$ cat src/rtl/adc_link_pkg.sv
package adc_link_pkg;

    typedef enum logic [2:0] {
        ST_IDLE,
        ST_WAKE,
        ST_WAIT,
        ST_HIGH,
        ST_LOW,
        ST_TAIL
    } link_state_t;

    typedef struct packed {
        logic [1:0] extra;  // clocks after the data word
        logic       park;   // leave the clock high afterwards
    } mode_cfg_t;

    // 0 read, 1 read+force high, 2 read+calibrate,
    // 3 single shot, 4 single shot with calibration on wake, others: read
    function automatic mode_cfg_t decode_mode(input logic [2:0] code);
        mode_cfg_t c;
        c.extra = 2'd0;
        c.park  = 1'b0;
        case (code)
            3'd1: c.extra = 2'd1;
            3'd2: c.extra = 2'd2;
            3'd3: c.park  = 1'b1;
            3'd4: begin
                c.extra = 2'd1;
                c.park  = 1'b1;
            end
            default: ;
        endcase
        return c;
    endfunction

endpackage

$ cat src/rtl/adc_link_sync.sv
module adc_link_sync #(
    parameter int STAGES = 2
) (
    input  logic clk_i,
    input  logic rst_ni,
    input  logic d_i,
    output logic q_o
);
    logic [STAGES-1:0] ff_q;
    logic [STAGES-1:0] ff_d;

    generate
        if (STAGES == 1) begin : g_single
            always_comb ff_d = d_i;
        end else begin : g_chain
            always_comb ff_d = {ff_q[STAGES-2:0], d_i};
        end
    endgenerate

    // idle level of the shared line is high
    always_ff @(posedge clk_i or negedge rst_ni) begin
        if (!rst_ni) ff_q <= '1;
        else         ff_q <= ff_d;
    end

    assign q_o = ff_q[STAGES-1];
endmodule

$ cat src/rtl/adc_link_halftimer.sv
module adc_link_halftimer #(
    parameter int HALF_CYC = 8
) (
    input  logic clk_i,
    input  logic rst_ni,
    input  logic restart_i,
    output logic tick_o
);
    localparam int CW = (HALF_CYC > 1) ? $clog2(HALF_CYC) : 1;
    localparam logic [CW-1:0] LAST = CW'(HALF_CYC - 1);

    logic [CW-1:0] cnt_d, cnt_q;

    always_comb begin
        cnt_d = cnt_q;
        if (restart_i)          cnt_d = '0;
        else if (cnt_q != LAST) cnt_d = cnt_q + 1'b1;
    end

    always_ff @(posedge clk_i or negedge rst_ni) begin
        if (!rst_ni) cnt_q <= '0;
        else         cnt_q <= cnt_d;
    end

    assign tick_o = (cnt_q == LAST);
endmodule

$ cat src/rtl/adc_link_shreg.sv
module adc_link_shreg #(
    parameter int WORD_W = 24
) (
    input  logic              clk_i,
    input  logic              rst_ni,
    input  logic              en_i,
    input  logic              bit_i,
    output logic [WORD_W-1:0] word_o
);
    // only WORD_W-1 bits are stored; the last bit joins on the way out
    logic [WORD_W-2:0] sh_d, sh_q;

    always_comb begin
        sh_d = sh_q;
        if (en_i) sh_d = {sh_q[WORD_W-3:0], bit_i};
    end

    always_ff @(posedge clk_i or negedge rst_ni) begin
        if (!rst_ni) sh_q <= '0;
        else         sh_q <= sh_d;
    end

    assign word_o = {sh_q, bit_i};
endmodule

$ cat src/rtl/adc_link_ctrl.sv
module adc_link_ctrl
    import adc_link_pkg::*;
#(
    parameter int WORD_W      = 24,
    parameter int HALF_CYC    = 8,
    parameter int SYNC_STAGES = 2
) (
    input  logic              clk_i,
    input  logic              rst_ni,
    input  logic              req_i,
    input  logic [2:0]        mode_i,
    output logic [WORD_W-1:0] sample_o,
    output logic              sample_vld_o,
    output logic              sclk_o,
    input  logic              line_i
);
    localparam int CNT_W = $clog2(WORD_W + 3);
    localparam logic [CNT_W-1:0] LAST_BIT = CNT_W'(WORD_W - 1);
    localparam logic [CNT_W-1:0] WORD_CNT = CNT_W'(WORD_W);

    typedef struct packed {
        link_state_t       st;
        logic              sclk;
        logic              stale;
        logic [1:0]        extra;
        logic              park;
        logic [CNT_W-1:0]  nbit;
        logic              vld;
        logic [WORD_W-1:0] sample;
    } ctl_t;

    ctl_t d, q;

    logic              line_s;
    logic              tick;
    logic              restart;
    logic              shift_en;
    logic [WORD_W-1:0] word_now;
    logic [CNT_W-1:0]  stop_at;
    mode_cfg_t         cfg;

    adc_link_sync #(.STAGES(SYNC_STAGES)) u_sync (
        .clk_i  (clk_i),
        .rst_ni (rst_ni),
        .d_i    (line_i),
        .q_o    (line_s)
    );

    adc_link_halftimer #(.HALF_CYC(HALF_CYC)) u_timer (
        .clk_i     (clk_i),
        .rst_ni    (rst_ni),
        .restart_i (restart),
        .tick_o    (tick)
    );

    adc_link_shreg #(.WORD_W(WORD_W)) u_shreg (
        .clk_i  (clk_i),
        .rst_ni (rst_ni),
        .en_i   (shift_en),
        .bit_i  (line_s),
        .word_o (word_now)
    );

    always_comb begin
        d        = q;
        d.vld    = 1'b0;
        restart  = 1'b0;
        shift_en = 1'b0;
        cfg      = decode_mode(mode_i);
        stop_at  = WORD_CNT + CNT_W'(q.extra);

        case (q.st)
            ST_IDLE: begin
                if (line_s) d.stale = 1'b0;
                if (req_i) begin
                    d.extra = cfg.extra;
                    d.park  = cfg.park;
                    d.nbit  = '0;
                    d.sclk  = 1'b0;      // wakes a parked converter
                    restart = 1'b1;
                    d.st    = ST_WAKE;
                end
            end
            ST_WAKE: begin
                if (line_s) d.stale = 1'b0;
                if (tick) d.st = ST_WAIT;
            end
            ST_WAIT: begin
                if (line_s) begin
                    d.stale = 1'b0;
                end else if (!q.stale) begin
                    d.sclk  = 1'b1;
                    restart = 1'b1;
                    d.st    = ST_HIGH;
                end
            end
            ST_HIGH: begin
                if (tick) begin
                    d.sclk  = 1'b0;
                    restart = 1'b1;
                    d.nbit  = q.nbit + 1'b1;
                    if (q.nbit < WORD_CNT) shift_en = 1'b1;
                    if (q.nbit == LAST_BIT) begin
                        d.vld    = 1'b1;
                        d.sample = word_now;
                    end
                    if (q.nbit + 1'b1 == stop_at) d.st = ST_TAIL;
                    else                          d.st = ST_LOW;
                end
            end
            ST_LOW: begin
                if (tick) begin
                    d.sclk  = 1'b1;
                    restart = 1'b1;
                    d.st    = ST_HIGH;
                end
            end
            ST_TAIL: begin
                if (tick) begin
                    d.sclk  = q.park;
                    d.stale = (q.extra == 2'd0);
                    d.st    = ST_IDLE;
                end
            end
            default: d.st = ST_IDLE;
        endcase
    end

    always_ff @(posedge clk_i or negedge rst_ni) begin
        if (!rst_ni) begin
            q.st     <= ST_IDLE;
            q.sclk   <= 1'b0;
            q.stale  <= 1'b0;
            q.extra  <= '0;
            q.park   <= 1'b0;
            q.nbit   <= '0;
            q.vld    <= 1'b0;
            q.sample <= '0;
        end else begin
            q <= d;
        end
    end

    assign sclk_o       = q.sclk;
    assign sample_o     = q.sample;
    assign sample_vld_o = q.vld;
endmodule

$ cat config.mk
export PLATFORM = sky130hd
export DESIGN_NAME = adc_link_ctrl
export DESIGN_NICKNAME = d
export VERILOG_FILES = /design/src/rtl/adc_link_pkg.sv /design/src/rtl/adc_link_sync.sv /design/src/rtl/adc_link_halftimer.sv /design/src/rtl/adc_link_shreg.sv /design/src/rtl/adc_link_ctrl.sv
export SDC_FILE = /design/constraint.sdc
export NUM_CORES = 1
export LEC_CHECK = 0
export ABC_AREA = 1
export CORE_MARGIN = 2
export CORE_UTILIZATION = 56
export CTS_CLUSTER_SIZE = 24
export DETAILED_ROUTE_END_ITERATION = 8
export PLACE_DENSITY = 0.79
export SYNTH_ARGS = -nofsm -noshare
export SYNTH_HDL_FRONTEND = slang
export SYNTH_SLANG_ARGS = --single-unit
$ cat constraint.sdc
create_clock -name clk_i -period 2.2 [get_ports clk_i]
set_clock_uncertainty 0.1 [all_clocks]
set_input_delay 0.44 -clock clk_i [delete_from_list [all_inputs] [get_ports clk_i]]
set_output_delay 0.44 -clock clk_i [all_outputs]
set_load 0.01 [all_outputs]
Word-level counts from Yosys, hierarchy flattened
Cells that the tools add are included. W data, S select, Z words.

Add/sub/neg operators: 3. $lt $le $gt $ge: 1. Equality and inequality tests: 21. Multiplexer cells: 29. Reduce and logical (&&, ||, !) cells: 16.

Operators by type and width (count): $mux W25 (2); $mux W30 (1); $mux W4 (5); $pmux W3 S6 (1); $ne A2 B2 Y1 const B (7); $reduce_and A7 Y1 (2); $eq A3 B2 Y1 const B (4); $eq A3 B3 Y1 const B (4); $mux W1 (10); $mux W5 (2); $pmux W5 S2 (1); $mux W3 (3); $reduce_and A3 Y1 (3); $eq A3 B1 Y1 const B (2); $reduce_bool A2 Y1 (3); $reduce_or A2 Y1 (3); $add A4 B3 Y5 const A (1); $add A5 B1 Y5 const B (1); $eq A5 B5 Y1 (1); $eq A5 B5 Y1 const B (1); $lt A5 B5 Y1 const B (1); $pmux W1 S5 (1); $reduce_bool A5 Y1 (1); $pmux W2 S2 (1); other kinds (9) (9).

Bits in registers: 66. Input bits: 7. Output and inout port bits: 26. Word-level logic and storage cells: 81.

Logic depth before layout (Yosys ltp)
Depth after elaboration: 5. Mapped depth: 11. Depth with buffers taken out: 10.

Modules after synthesis
From an unflattened synthesis, not the netlist that was laid out.

Cell total of the unflattened synthesis: 369. Area, all modules: 3089.2 um^2.

By module, submodules not included: adc_link_ctrl (times used 1, cells each 252, area an instance 2000.7 um^2, sequential area each 950.9 um^2); adc_link_shreg (times used 1, cells each 98, area an instance 883.3 um^2, sequential area each 575.6 um^2); adc_link_halftimer (times used 1, cells each 17, area an instance 152.6 um^2, sequential area each 75.1 um^2); adc_link_sync (times used 1, cells each 2, area an instance 52.6 um^2, sequential area each 52.6 um^2).

Least setup slack after synthesis
OpenSTA, ideal clock, no wires.

Path kind: register to register. Start: reg u_timer.cnt_q[0]. End: reg u_shreg.sh_q[1]. Library setup time: 0.121 ns. Arrival: 1.440 ns. Required time: 1.979 ns. Setup slack: 0.539 ns. Stages on the path, launching flop included: 9. Buffers on the path: 2. Clock period less this slack: 1.661 ns. Cells stage by stage: dfrtp_1 ha_1 ha_1 clkbuf_2 nand2_4 inv_6 o21ai_4 buf_2 o21ai_1.

Cells in the longest elaborated chain, start to end: 3.

RTL lines: start, declared (line adc_link_halftimer.sv:12) `logic [CW-1:0] cnt_d, cnt_q;`; start signal, assigned (line adc_link_halftimer.sv:22) `else cnt_q <= cnt_d;`; $eq A3 B3 Y1 (line adc_link_halftimer.sv:25) `assign tick_o = (cnt_q == LAST);`; $mux W1 (line adc_link_ctrl.sv:98) `if (tick) begin`; $mux W1 (line adc_link_ctrl.sv:72) `case (q.st)`; end signal, assigned (line adc_link_shreg.sv:19) `if (!rst_ni) sh_q <= '0;`; end signal, assigned (line adc_link_shreg.sv:20) `else sh_q <= sh_d;`; end, declared (line adc_link_shreg.sv:11) `logic [WORD_W-2:0] sh_d, sh_q;`.

Every way passes these cells. A chain may end at the register's enable or synchronous reset.

Final worst setup path
Start: reg u_timer.cnt_q[0]. End: reg q, in the netlist sample_o[23].

Cells in the longest elaborated chain, start to end: 2.

RTL lines: $eq A3 B3 Y1 (line adc_link_halftimer.sv:25); $reduce_and A3 Y1 (no source line); end, declared (line adc_link_ctrl.sv:32) `ctl_t d, q;`.

Every way passes these cells.

==> impl_metrics.ini <==
[die]
die_area_mm2 = 0.00602
coreArea_mm2 = 0.00517
num_rows = 26
io_pins = 33
start_util = 0.587
die_w_um = 77.6
die_y_um = 77.6

[synthesis]
ys_async_sr_fraction = 1.00
synth-xor-area-share = 0.00577
syn_area_mm2 = 0.00303
synth_fa_ha_area_frac = 0.0124
synth-warning-count = 0
synth_top_area_frac = 0.528
yosysTopAreaCell = dfrtp_1
synth_area_leaders = dfrtp_1, nand2_1, buf_4
synth_most_common_cell = nand2_1
synthFlopType = dfrtp_1
synthMuxAreaShare = 0
synthTopCellsByCount = nand2_1, dfrtp_1, inv_1
synth.distinct_cells = 26
synth_compound_area_frac = 0.113
synth_nets = 355
synth_seq_cells = 66
syn_inst = 345
yosysSeqAreaShare = 0.545
synth_edf_count = 0
synth_top_family_by_area = simple AND/OR/NAND/NOR gates
avgSynthCellArea_um2 = 8.79
synthSimpleGateAreaFrac = 0.179

[critical_path]
path_cells = ha_1 -> ha_1 -> nand2_4 -> inv_6 -> nand2_4 -> inv_1 -> nand2_1 -> nand2_1
crit_family = simple AND/OR/NAND/NOR gates
crit_buf_inv = 2
worst-r2r-setup-slack_ns = 0.27
worstPathArrival_ns = 2.06
worstSetupEndpointType = register
crit_path_max_fanout = 48
critPathLaunchType = register
critPathSlowestCell = dfrtp_1
max_stage_delay_ns = 0.40
required_ns = 2.33
crit_type = register to register

[sta]
min_period_over_period = 0.875
worst_pin_slew_ns = 0.964
hold_viol_final = 0
setup_tns_ns = 0
rsz0062_at_grt = false
period_minus_slack_ns = 1.93
fin_ws_ns = 0.275
finalMaxSlewViolations = 0
setup-violations-final = 0
timing.fmax_ghz = 0.519
maxSlewHeadroom = 0.355

[power]
p_per_area_mw_per_mm2 = 688
power.switching_uw = 479
p_leak_uw = 0.00160
fin_total_pwr_uw = 2340
p_comb_frac = 0.020
seq_power_share = 0.522
internal_power_uw = 1860
ir_drop_v = 0.000368
swShare = 0.205
p_clk_frac = 0.458

[detailed_routing]
wl_um = 4880
vias_per_cell = 4.94
wl_per_cell_um = 11.4
vias = 2120
ant_nets = 0
initialDrtViolationCount = 143
first_pass_iters = 4
drc = 0

[placed_design]
post-place-ws_ns = 0.285
io_buffers = 32
placed_cell_area_mm2 = 0.00319
gp_congestion = 0.858
hpwl_um = 3220

[finish]
nets = 365
final_area_mm2 = 0.00340
area_delta_synth_final_pct = 12.0
insertedDiodeCount = 0
drive_gt1_frac = 0.0891

[clock_network]
cts_tree = done
hold_buffers = 0
cts.sinks = 66
clk_latency_ns = 0.34
postCtsSetupRepairBufs = 0
cts_buffers = 9
cts-root-buf = clkbuf_8
cts_buffer_depth = 2
cts-htree-levels = 3
clk_pin_slew_ns = 0.07
ctsResizeCount = 0

[min_path]
hold_class = input pin to asynchronous set/reset pin

[job]
drv_cap = 0

[global_routing]
grt_pass1_vias = 2123
track_usage = 0.187
grt_max_degree = 67
grt_pass1_wl_um = 8900
grt-ovfl-total = 0
antenna_found_initial = 0

[status]
status = finished, final reports clean
## logic make-up (layout without fill, tap and decap cells)
family,Yosys count,count (layout)
AND/OR/NAND/NOR,132,132
buffers and inverters,79,93
XOR/XNOR,2,2
flip-flops,66,66
AO/OA/AOI/OAI,63,63
adder cells (fa/ha/maj),3,3
## layout by cell type (no fill, tap or decap), types with 4 or more instances in the layout
cell              n
a21oi_1           5
clkbuf_8          9
clkdlybuf4s50_1  31
dfrtp_1          64
inv_1            41
nand2_1          98
nand3_1          13
nor2_1           11
o21ai_0          23
o21ai_1          29
o21ai_2           4
## registers in the layout (all words and copies together), names as in the netlist
name           cells
u_timer.cnt_q      3
u_shreg.sh_q      23
u_sync.ff_q        2
q                 12
sclk_o             1
sample_o          24
sample_vld_o       1
## through the flow
stage	utilization	instances	hold WS, ns
final	0.657	429	0.00318
after global routing	0.657	429	0.0405
after CTS	0.657	429	0.0126
after detailed placement	0.617	414	0.251
after global placement	0.617	414	0.247
after floorplan	-	345	0.0444
## power by group through the flow
stage          registers (µW)  clock network (µW)  logic (µW)
2_1_floorplan            1240                   0        7.95
3_3_place_gp             1240                   0        47.8
3_5_place_dp             1240                   0        48.7
4_1_cts                  1220                1100        48.7
5_1_grt                  1220                1150        55.6
6_report                 1220                1070        46.5
## routing by layer
metal  wire length, µm  vias up  GRT usage  share of wire
met3               163       10     0.0395          0.033
met2              2280       54      0.299           0.47
met5                 0        -          0              0
met1              2320      977      0.236           0.47
met4               112        0      0.105          0.023
li1                  -     1079          -              -
## area by class of cell
cell class | count | area (µm²)
Clock inverter | 6 | 82.6
Timing Repair Buffer | 33 | 335
Clock buffer | 9 | 124
Sequential cell | 66 | 1650
Fill cell | 394 | 1770
Inverter | 45 | 174
Tap cell | 70 | 87.6
Multi-Input combinational cell | 200 | 942
## final timing paths
kind | to | startpoint | cells after the start
max | sample_o[23] | u_timer.cnt_q[0] | 8
min | u_shreg.sh_q[5] | rst_ni | 2
max reg2reg | sample_o[23] | u_timer.cnt_q[0] | 8
min reg2reg | u_sync.ff_q[1] | u_sync.ff_q[0] | 0
max in group asynchronous | u_sync.ff_q[0] | rst_ni | 2
min in group clk_i | u_sync.ff_q[1] | u_sync.ff_q[0] | 0
Power figures use the tool's default switching activity.
